--- config.mk ---
export PLATFORM = sky130hd
export DESIGN_NAME = audio_fifo_addr_gen
export DESIGN_NICKNAME = d
export VERILOG_FILES = /design/src/rtl/afg_pkg.sv /design/src/rtl/afg_mode_ctl.sv /design/src/rtl/afg_in_addr.sv /design/src/rtl/afg_out_addr.sv /design/src/rtl/audio_fifo_addr_gen.sv
export SDC_FILE = /design/constraint.sdc
export NUM_CORES = 1
export LEC_CHECK = 0
export CORE_ASPECT_RATIO = 0.6
export CORE_UTILIZATION = 44
export CTS_CLUSTER_SIZE = 8
export DETAILED_ROUTE_END_ITERATION = 6
export PLACE_DENSITY_LB_ADDON = 0.25
export SLEW_MARGIN = 20
export SYNTH_ARGS = -nofsm -noshare
export SYNTH_HDL_FRONTEND = slang
export SYNTH_SLANG_ARGS = --single-unit
--- constraint.sdc ---
create_clock -name clk -period 5.4 [get_ports clk]
set_input_delay 1.08 -clock clk [delete_from_list [all_inputs] [get_ports clk]]
set_output_delay 1.08 -clock clk [all_outputs]
set_load 0.01 [all_outputs]
--- src/rtl/afg_pkg.sv ---
package afg_pkg;
    typedef enum logic [1:0] {
        MODE_MONO        = 2'd0,
        MODE_STEREO_IN   = 2'd1,
        MODE_MIXED       = 2'd2,
        MODE_STEREO_FULL = 2'd3
    } audio_mode_e;
endpackage

--- src/rtl/afg_mode_ctl.sv ---
module afg_mode_ctl
    import afg_pkg::*;
(
    input  logic        clk,
    input  logic        rst_n,
    input  audio_mode_e mode_req,
    input  logic        in_valid,
    input  logic        out_req,
    output audio_mode_e mode_q,
    output logic        clr
);
    audio_mode_e mode_d;

    always_comb begin
        mode_d = mode_q;
        clr    = 1'b0;
        if ((mode_req != mode_q) && !in_valid && !out_req) begin
            mode_d = mode_req;
            clr    = 1'b1;
        end
    end

    always_ff @(posedge clk) begin
        if (!rst_n) mode_q <= MODE_MONO;
        else        mode_q <= mode_d;
    end

    // the active arrangement moves only across an idle cycle
    a_r10_idle_change: assert property (@(posedge clk) disable iff (!rst_n)
        !$stable(mode_q) |-> $past(!in_valid && !out_req));
endmodule

--- src/rtl/afg_in_addr.sv ---
module afg_in_addr
    import afg_pkg::*;
#(
    parameter int DEPTH     = 16,
    parameter int BLOCK_LEN = 4,
    localparam int AW       = $clog2(DEPTH)
) (
    input  logic           clk,
    input  logic           rst_n,
    input  audio_mode_e    mode,
    input  logic           clr,
    input  logic           wr_valid,
    input  logic           wr_chan,
    input  logic [AW-1:0]  view_off,
    output logic [AW-1:0]  wr_addr,
    output logic           blk_rdy,
    output logic [AW-1:0]  blk_base,
    output logic [AW-1:0]  view_addr
);
    localparam int CW                = $clog2(2 * BLOCK_LEN) + 1;
    localparam logic [AW-1:0] FULL_M = AW'(DEPTH - 1);
    localparam logic [AW-1:0] HALF_M = AW'(DEPTH / 2 - 1);
    localparam logic [AW-1:0] BL_A   = AW'(BLOCK_LEN);

    typedef struct packed {
        logic [AW-1:0] idx0;
        logic [AW-1:0] idx1;
        logic [CW-1:0] cnt;
        logic [AW-1:0] base;
        logic          rdy;
    } in_st_t;

    in_st_t        s_d, s_q;
    logic          ch;
    logic [AW-1:0] cur, nxt, mask, start;
    logic [CW-1:0] words;

    always_comb begin
        s_d       = s_q;
        s_d.rdy   = 1'b0;
        ch        = (mode == MODE_MONO) ? 1'b0 : wr_chan;
        cur       = ch ? s_q.idx1 : s_q.idx0;
        mask      = (mode == MODE_MONO) ? FULL_M : HALF_M;
        nxt       = (cur + 1'b1) & mask;
        words     = (mode == MODE_MONO) ? CW'(BLOCK_LEN) : CW'(2 * BLOCK_LEN);
        start     = '0;

        case (mode)
            MODE_MONO:  wr_addr = cur;
            MODE_MIXED: wr_addr = {ch, cur[AW-2:0]};
            default:    wr_addr = {cur[AW-2:0], ch};
        endcase

        if (clr) begin
            s_d = '0;
        end else if (wr_valid) begin
            if (ch) s_d.idx1 = nxt;
            else    s_d.idx0 = nxt;
            if (s_q.cnt + 1'b1 == words) begin
                s_d.cnt = '0;
                s_d.rdy = 1'b1;
                start   = (s_d.idx0 - BL_A) & mask;
                if (mode == MODE_MONO || mode == MODE_MIXED) s_d.base = start;
                else                                         s_d.base = {start[AW-2:0], 1'b0};
            end else begin
                s_d.cnt = s_q.cnt + 1'b1;
            end
        end

        if (mode == MODE_MIXED) view_addr = {view_off[AW-1], view_off[AW-2:0] + s_q.base[AW-2:0]};
        else                    view_addr = view_off + s_q.base;
    end

    always_ff @(posedge clk) begin
        if (!rst_n) s_q <= '0;
        else        s_q <= s_d;
    end

    assign blk_rdy  = s_q.rdy;
    assign blk_base = s_q.base;

    a_r5_single_pulse: assert property (@(posedge clk) disable iff (!rst_n)
        blk_rdy |=> !blk_rdy);
    a_r1_mono_step: assert property (@(posedge clk) disable iff (!rst_n)
        (wr_valid && mode == MODE_MONO && $past(wr_valid) && $past(mode) == MODE_MONO)
        |-> wr_addr == AW'($past(wr_addr) + 1'b1));
    a_r2_parity: assert property (@(posedge clk) disable iff (!rst_n)
        (wr_valid && (mode == MODE_STEREO_IN || mode == MODE_STEREO_FULL))
        |-> wr_addr[0] == wr_chan);
    a_r3_half_sel: assert property (@(posedge clk) disable iff (!rst_n)
        (wr_valid && mode == MODE_MIXED) |-> wr_addr[AW-1] == wr_chan);
    a_r10_cleared: assert property (@(posedge clk) disable iff (!rst_n)
        clr |=> (blk_base == '0 && !blk_rdy));
    a_r6_base_hold: assert property (@(posedge clk) disable iff (!rst_n)
        (!blk_rdy && !$past(clr)) |-> $stable(blk_base));
endmodule

--- src/rtl/afg_out_addr.sv ---
module afg_out_addr
    import afg_pkg::*;
#(
    parameter int DEPTH    = 16,
    parameter int DATA_W   = 16,
    localparam int AW      = $clog2(DEPTH)
) (
    input  logic              clk,
    input  logic              rst_n,
    input  audio_mode_e       mode,
    input  logic              clr,
    input  logic              rd_req,
    input  logic              rd_chan,
    input  logic              mute,
    input  logic [DATA_W-1:0] ram_rdata,
    output logic [AW-1:0]     rd_addr,
    output logic              rd_valid,
    output logic [DATA_W-1:0] rd_data
);
    localparam logic [AW-1:0] FULL_M = AW'(DEPTH - 1);
    localparam logic [AW-1:0] HALF_M = AW'(DEPTH / 2 - 1);

    typedef struct packed {
        logic [AW-1:0] idx0;
        logic [AW-1:0] idx1;
        logic          vld;
        logic          mute;
    } out_st_t;

    out_st_t       s_d, s_q;
    logic          ch;
    logic [AW-1:0] cur, nxt, mask;

    always_comb begin
        s_d      = s_q;
        s_d.vld  = rd_req;
        s_d.mute = mute;
        ch       = (mode == MODE_STEREO_FULL) ? rd_chan : 1'b0;
        cur      = ch ? s_q.idx1 : s_q.idx0;
        mask     = (mode == MODE_MONO) ? FULL_M : HALF_M;
        nxt      = (cur + 1'b1) & mask;

        case (mode)
            MODE_MONO:        rd_addr = cur;
            MODE_STEREO_FULL: rd_addr = {cur[AW-2:0], ch};
            default:          rd_addr = {1'b0, cur[AW-2:0]};
        endcase

        if (clr) begin
            s_d.idx0 = '0;
            s_d.idx1 = '0;
        end else if (rd_req) begin
            if (ch) s_d.idx1 = nxt;
            else    s_d.idx0 = nxt;
        end
    end

    always_ff @(posedge clk) begin
        if (!rst_n) s_q <= '0;
        else        s_q <= s_d;
    end

    assign rd_valid = s_q.vld;
    assign rd_data  = (s_q.vld && !s_q.mute) ? ram_rdata : '0;

    a_r4_lower_half: assert property (@(posedge clk) disable iff (!rst_n)
        (rd_req && (mode == MODE_STEREO_IN || mode == MODE_MIXED)) |-> rd_addr[AW-1] == 1'b0);
    a_r8_valid_next: assert property (@(posedge clk) disable iff (!rst_n)
        rd_req |=> rd_valid);
    a_r8_no_spurious: assert property (@(posedge clk) disable iff (!rst_n)
        !rd_req |=> !rd_valid);
endmodule

--- src/rtl/audio_fifo_addr_gen.sv ---
module audio_fifo_addr_gen
    import afg_pkg::*;
#(
    parameter int DEPTH     = 16,
    parameter int BLOCK_LEN = 4,
    parameter int DATA_W    = 16,
    localparam int AW       = $clog2(DEPTH)
) (
    input  logic              clk,
    input  logic              rst_n,
    input  logic [1:0]        mode_i,
    input  logic              mute_i,
    input  logic              in_valid,
    input  logic              in_chan,
    input  logic [DATA_W-1:0] in_data,
    input  logic              out_req,
    input  logic              out_chan,
    output logic              ram_we,
    output logic [AW-1:0]     ram_waddr,
    output logic [DATA_W-1:0] ram_wdata,
    output logic              ram_re,
    output logic [AW-1:0]     ram_raddr,
    input  logic [DATA_W-1:0] ram_rdata,
    output logic              out_valid,
    output logic [DATA_W-1:0] out_data,
    output logic              blk_rdy,
    output logic [AW-1:0]     blk_base,
    input  logic [AW-1:0]     view_off,
    output logic [AW-1:0]     view_addr
);
    audio_mode_e mode_req, mode_q;
    logic        clr;

    assign mode_req  = audio_mode_e'(mode_i);
    assign ram_we    = in_valid;
    assign ram_wdata = in_data;
    assign ram_re    = out_req;

    afg_mode_ctl u_mode (
        .clk      (clk),
        .rst_n    (rst_n),
        .mode_req (mode_req),
        .in_valid (in_valid),
        .out_req  (out_req),
        .mode_q   (mode_q),
        .clr      (clr)
    );

    afg_in_addr #(.DEPTH(DEPTH), .BLOCK_LEN(BLOCK_LEN)) u_in (
        .clk       (clk),
        .rst_n     (rst_n),
        .mode      (mode_q),
        .clr       (clr),
        .wr_valid  (in_valid),
        .wr_chan   (in_chan),
        .view_off  (view_off),
        .wr_addr   (ram_waddr),
        .blk_rdy   (blk_rdy),
        .blk_base  (blk_base),
        .view_addr (view_addr)
    );

    afg_out_addr #(.DEPTH(DEPTH), .DATA_W(DATA_W)) u_out (
        .clk       (clk),
        .rst_n     (rst_n),
        .mode      (mode_q),
        .clr       (clr),
        .rd_req    (out_req),
        .rd_chan   (out_chan),
        .mute      (mute_i),
        .ram_rdata (ram_rdata),
        .rd_addr   (ram_raddr),
        .rd_valid  (out_valid),
        .rd_data   (out_data)
    );

    a_r9_mute_zero: assert property (@(posedge clk) disable iff (!rst_n)
        (out_valid && $past(mute_i)) |-> out_data == '0);
    a_r11_params: assert property (@(posedge clk)
        (BLOCK_LEN >= 2) && (2 * BLOCK_LEN <= DEPTH));
endmodule

Yosys cells after proc, flatten, opt, wreduce, memory -nomap -nowiden
Index checks and enable logic that the tools add are counted.
{ "totals": {"regBits": 29, "in_bits": 45, "output_inout_bits": 52, "wordCells": 57} }
{ "classes": {"add_sub_neg": 6, "n_eq_ne": 4, "n_mux": 17, "bitwise": 6, "n_reduce_logical": 14} }
{ "op_table": {"columns": ["op", "count"], "rows": [
  ["two-way mux 4 bit", 10],
  ["two-way mux 16 bit", 1],
  ["one-hot mux 4 bit (2 select lines)", 2],
  ["adder 4 x 1 -> 4 bit (second input constant)", 3],
  ["bitwise AND 4 bit", 3],
  ["AND reduction 2 bit", 4],
  ["adder 4 bit", 1],
  ["equality test 2 bit (second input constant)", 2],
  ["equality test 4 bit", 1],
  ["two-way mux 1 bit", 4],
  ["subtractor 4 x 3 -> 4 bit (second input constant)", 1],
  ["adder 3 bit", 1],
  ["logical AND 1 bit", 3],
  ["logical NOT 1 bit", 3],
  ["inverter 1 bit", 3],
  ["OR reduction 3 bit", 1],
  ["logical NOT 2 bit", 1],
  ["!= test 2 bit", 1],
  ["OR reduction 2 bit", 1],
  ["logical OR 1 bit", 1]
]} }

Longest topological paths before layout
{ "logic_depth": {"word_depth": 11, "depth_mapped": 13, "depth_no_buf": 11} }

Modules after synthesis
Synthesis repeated with hierarchy kept, for this count alone.
{ "hier_totals": {"cells_unflattened": 247, "hier_area_um2": 2037.0} }
{ "by_module_without_submodules": {"columns": ["mod", "instances", "cells_per_inst", "area_per_inst_um2", "seq_area_each_um2"], "rows": [
  ["afg_in_addr", 1, 130, 1104.8, 320.3],
  ["afg_out_addr", 1, 87, 690.7, 200.2],
  ["audio_fifo_addr_gen", 1, 18, 135.1, 0.0],
  ["afg_mode_ctl", 1, 12, 106.4, 40.0]
]} }

Worst setup path before layout
OpenSTA, ideal clock, no wires.
{ "synth_path": {"kind": "input to output", "startpoint": "input view_off[1]", "endpoint": "output view_addr[3]", "arrival_time_ps": 2060, "required_time_ps": 4320, "path_slack_ps": 2260, "path_stages": 6, "path_buffers": 0, "cell_sequence": "ha_1 > a21o_1 > a21oi_1 > xor2_1 > nor2_1 > xor2_1"} }
{ "synth_via": {"elab_chain_cells": 2} }
{ "synth_lines": {"columns": ["element", "line", "rtl"], "rows": [
  ["start: declaration", "audio_fifo_addr_gen.sv:28", "input logic [AW-1:0] view_off,"],
  ["adder 4 bit", "afg_in_addr.sv:71", "else view_addr = view_off + s_q.base;"],
  ["two-way mux 4 bit", "afg_in_addr.sv:70", "if (mode == MODE_MIXED) view_addr = {view_off[AW-1], view_off[AW-2:0] + s_q.base[AW-2:0]};"],
  ["end: declaration", "audio_fifo_addr_gen.sv:29", "output logic [AW-1:0] view_addr"]
]} }
Every way passes these cells.

Worst setup path in the final report
Same ends and word-level chain as after synthesis.

==> results.json <==
{
  "fin_crit_ns": 4.09,
  "num_antenna_cells": 0,
  "synth_cell_types": 47,
  "p_leak_uw": 0.00104,
  "synthAdderAreaFrac_pct": 7.13,
  "synth_edf_count": 0,
  "wl_per_cell_um": 12.7,
  "status": "completed",
  "finClkSkew_ns": 0.00513,
  "max_cap_viol_count": 0,
  "synth_top_cell_by_area": "dfxtp_1",
  "synthArstFlopShare_pct": 0,
  "cp.arrival_ns": 3.01,
  "portBuffers": 64,
  "yosys-top-cells-area": "dfxtp_1 (28%), buf_4 (8.1%), ha_1 (6.1%), and2_1 (5.8%), xor2_1 (5.2%)",
  "start_util_pct": 47.6,
  "firstDrtPassIters": 4,
  "clockBufferDepth": 2,
  "grt_pass1_vias": 1518,
  "hold_viol": 0,
  "post-cts-setup-buffer-count": 0,
  "boundaryPins": 97,
  "ys_seq_area_share_pct": 27.5,
  "core_area_um2": 4280,
  "cts.clk_slew.worst_paths_ns": 0.09,
  "path_buf_inv": 2,
  "grt_pass1_wl_um": 7360,
  "ys_warn_count": 0,
  "die-area_um2": 4910,
  "num_vias": 1774,
  "layout-drive-gt1-share_pct": 5.56,
  "rsz0062_at_grt": "no",
  "maxSlewViolCount": 0,
  "crit_fanout": 2,
  "hpwl_um": 3460,
  "synth_seq_cells": 28,
  "cts_root_buf": "clkbuf_8",
  "syn_area_um2": 2040,
  "critPathTopFamily": "buffers and inverters",
  "cts_buffers": 3,
  "crit_slowest_cell": "clkdlybuf4s50_1",
  "synth_top_area_share_pct": 27.5,
  "globalRouteOverflowTotal": 0,
  "hold_buffers": 0,
  "peakVddDrop_mv": 0.151,
  "grt.total_usage_pct": 19.0,
  "fillCellCount": 366,
  "synth_xor_area_share_pct": 8.17,
  "die_w_um": 89.8,
  "syn_nets": 307,
  "finalNetCount": 345,
  "cpPeakStageDelay_ns": 0.54,
  "place_congestion": 0.866,
  "max_clock_freq_mhz": 244,
  "timing.final.crit_share_pct": 75.8,
  "p_per_area_nw_per_um2": 176,
  "endpoint_kind": "output pin",
  "syn_inst": 251,
  "ant_nets": 0,
  "worstSetupStartpointType": "input pin",
  "slew_headroom_pct": 55.3,
  "setup_viol": 0,
  "grt_max_degree": 17,
  "worstSetupPathType": "in2out",
  "critPathRequiredTime_ns": 4.32,
  "row_count": 18,
  "crit_chain": "clkdlybuf4s50_1 > ha_1 > a21o_1 > a21oi_1 > xor2_1 > nor2_1 > xor2_1 > clkdlybuf4s50_1",
  "totalWireLength_um": 4440,
  "cts_sinks": 28,
  "synth_mux_area_share_pct": 5.59,
  "setup-tns-final_ns": 0,
  "die_h_um": 54.7,
  "synth-main-ff-cell": "dfxtp_1",
  "syn_avg_cell_area_um2": 8.11,
  "ctsHtreeMaxLevel": 1,
  "clkLatencyLatePin_ns": 0.28,
  "yosysMostFrequentCell": "dfxtp_1",
  "hold_class": "reg2reg",
  "via_per_inst": 5.10,
  "whs_ns": 0.462,
  "first_iter_violations": 69,
  "synthTopCellsByCount": "dfxtp_1 (28), buf_4 (22), nand2_1 (22), nor2_1 (22), and2_1 (19)",
  "antenna_found_initial": 0,
  "synth_top_family_by_area": "simple AND/OR/NAND/NOR gates",
  "area_growth_pct": 27.6,
  "worst_pin_slew_ns": 0.670,
  "drc": 0,
  "synth-simple-area-share_pct": 21.6,
  "post_cts_resized": 0,
  "synth-compound-area-share_pct": 16.9,
  "cts_tree": "done"
}
[registers in the layout, summed over array words and instances, names as in the netlist]
register and cells:
u_mode.mode_q 2, u_in.blk_rdy 1, u_out.rd_valid 1, u_out.s_q 9, u_in.s_q 11, u_in.blk_base 4
[cell type report]
type / count / area, µm² / area share (%)
clock buffers: 4 / 55.1 / 2.12
inverters: 15 / 56.3 / 2.17
multi-input cells: 177 / 1210 / 46.6
flip-flops and latches: 28 / 561 / 21.6
well taps: 60 / 75.1 / 2.89
repair buffers: 64 / 641 / 24.7
[routing by layer]
layer	GRT usage, %	vias up	part of all wire, %
met1	26.7	796	51
met3	6.11	6	8.8
met5	0	-	0
met4	3.55	0	0.54
met2	28.6	66	39
li1	-	906	-
[tightest hold or removal path: stages, from the launching register on]
cell and delay [ns]:
dfxtp_1 0.32, nand2_1 0.05, a21oi_1 0.05
[logic make-up after synthesis]
kind of cell	count (synthesis)
AO/OA/AOI/OAI	48
buffers and inverters	46
AND/OR/NAND/NOR	88
multiplexers	11
XOR/XNOR	19
adder cells (fa/ha/maj)	11
flip-flops	28
[cells in the final DEF (no fill, tap or decap), types with 2 or more instances in the layout]
cell type	n
mux2_2	3
nand4_1	3
ha_1	10
o211ai_1	3
dfxtp_1	28
and3_1	2
o32ai_1	3
clkbuf_8	4
nor2_1	22
o22ai_1	3
a21oi_1	14
inv_1	14
xnor2_1	7
and2b_2	2
a32o_1	2
mux2i_1	8
a211oi_1	2
nand2b_1	2
xor2_1	12
o21ai_0	9
and2_1	19
clkdlybuf4s50_1	64
nand3_1	9
nand2_1	22
[power by group]
group          switching, µW  internal [µW]  total [µW]
combinational           49.9           57.9         108
clock                   65.1           65.3         130
sequential              6.93            212         219
total                    122            335         457
[path summary, 6_finish.rpt]
check / slack [ns] / from / end / depth (start not counted)
worst min-delay path: 0.46 / u_out.s_q[7]$_SDFFE_PP0P_ / u_out.s_q[7]$_SDFFE_PP0P_ / 2
worst min register to register: 0.46 / u_out.s_q[7]$_SDFFE_PP0P_ / u_out.s_q[7]$_SDFFE_PP0P_ / 2
worst max register to register: 2.73 / u_mode.mode_q[0]$_SDFFE_PN0P_ / u_in.blk_base[1]$_SDFFE_PP0P_ / 9
worst max-delay path: 1.31 / view_off[1] / view_addr[3] / 8
[stage by stage]
stage          cell area [µm²]  setup slack (ns)  util [%]  power (µW)  instances
6_report                  2600              1.31      60.7         457        348
2_1_floorplan             2040              2.26         -         292        251
3_3_place_gp              2540              1.34      59.4         330        344
4_1_cts                   2600              1.30      60.7         463        348
3_5_place_dp              2540              1.30      59.4         331        344
5_1_grt                   2600              1.13      60.7         485        348
No activity file was read; power rests on OpenSTA's default activity.
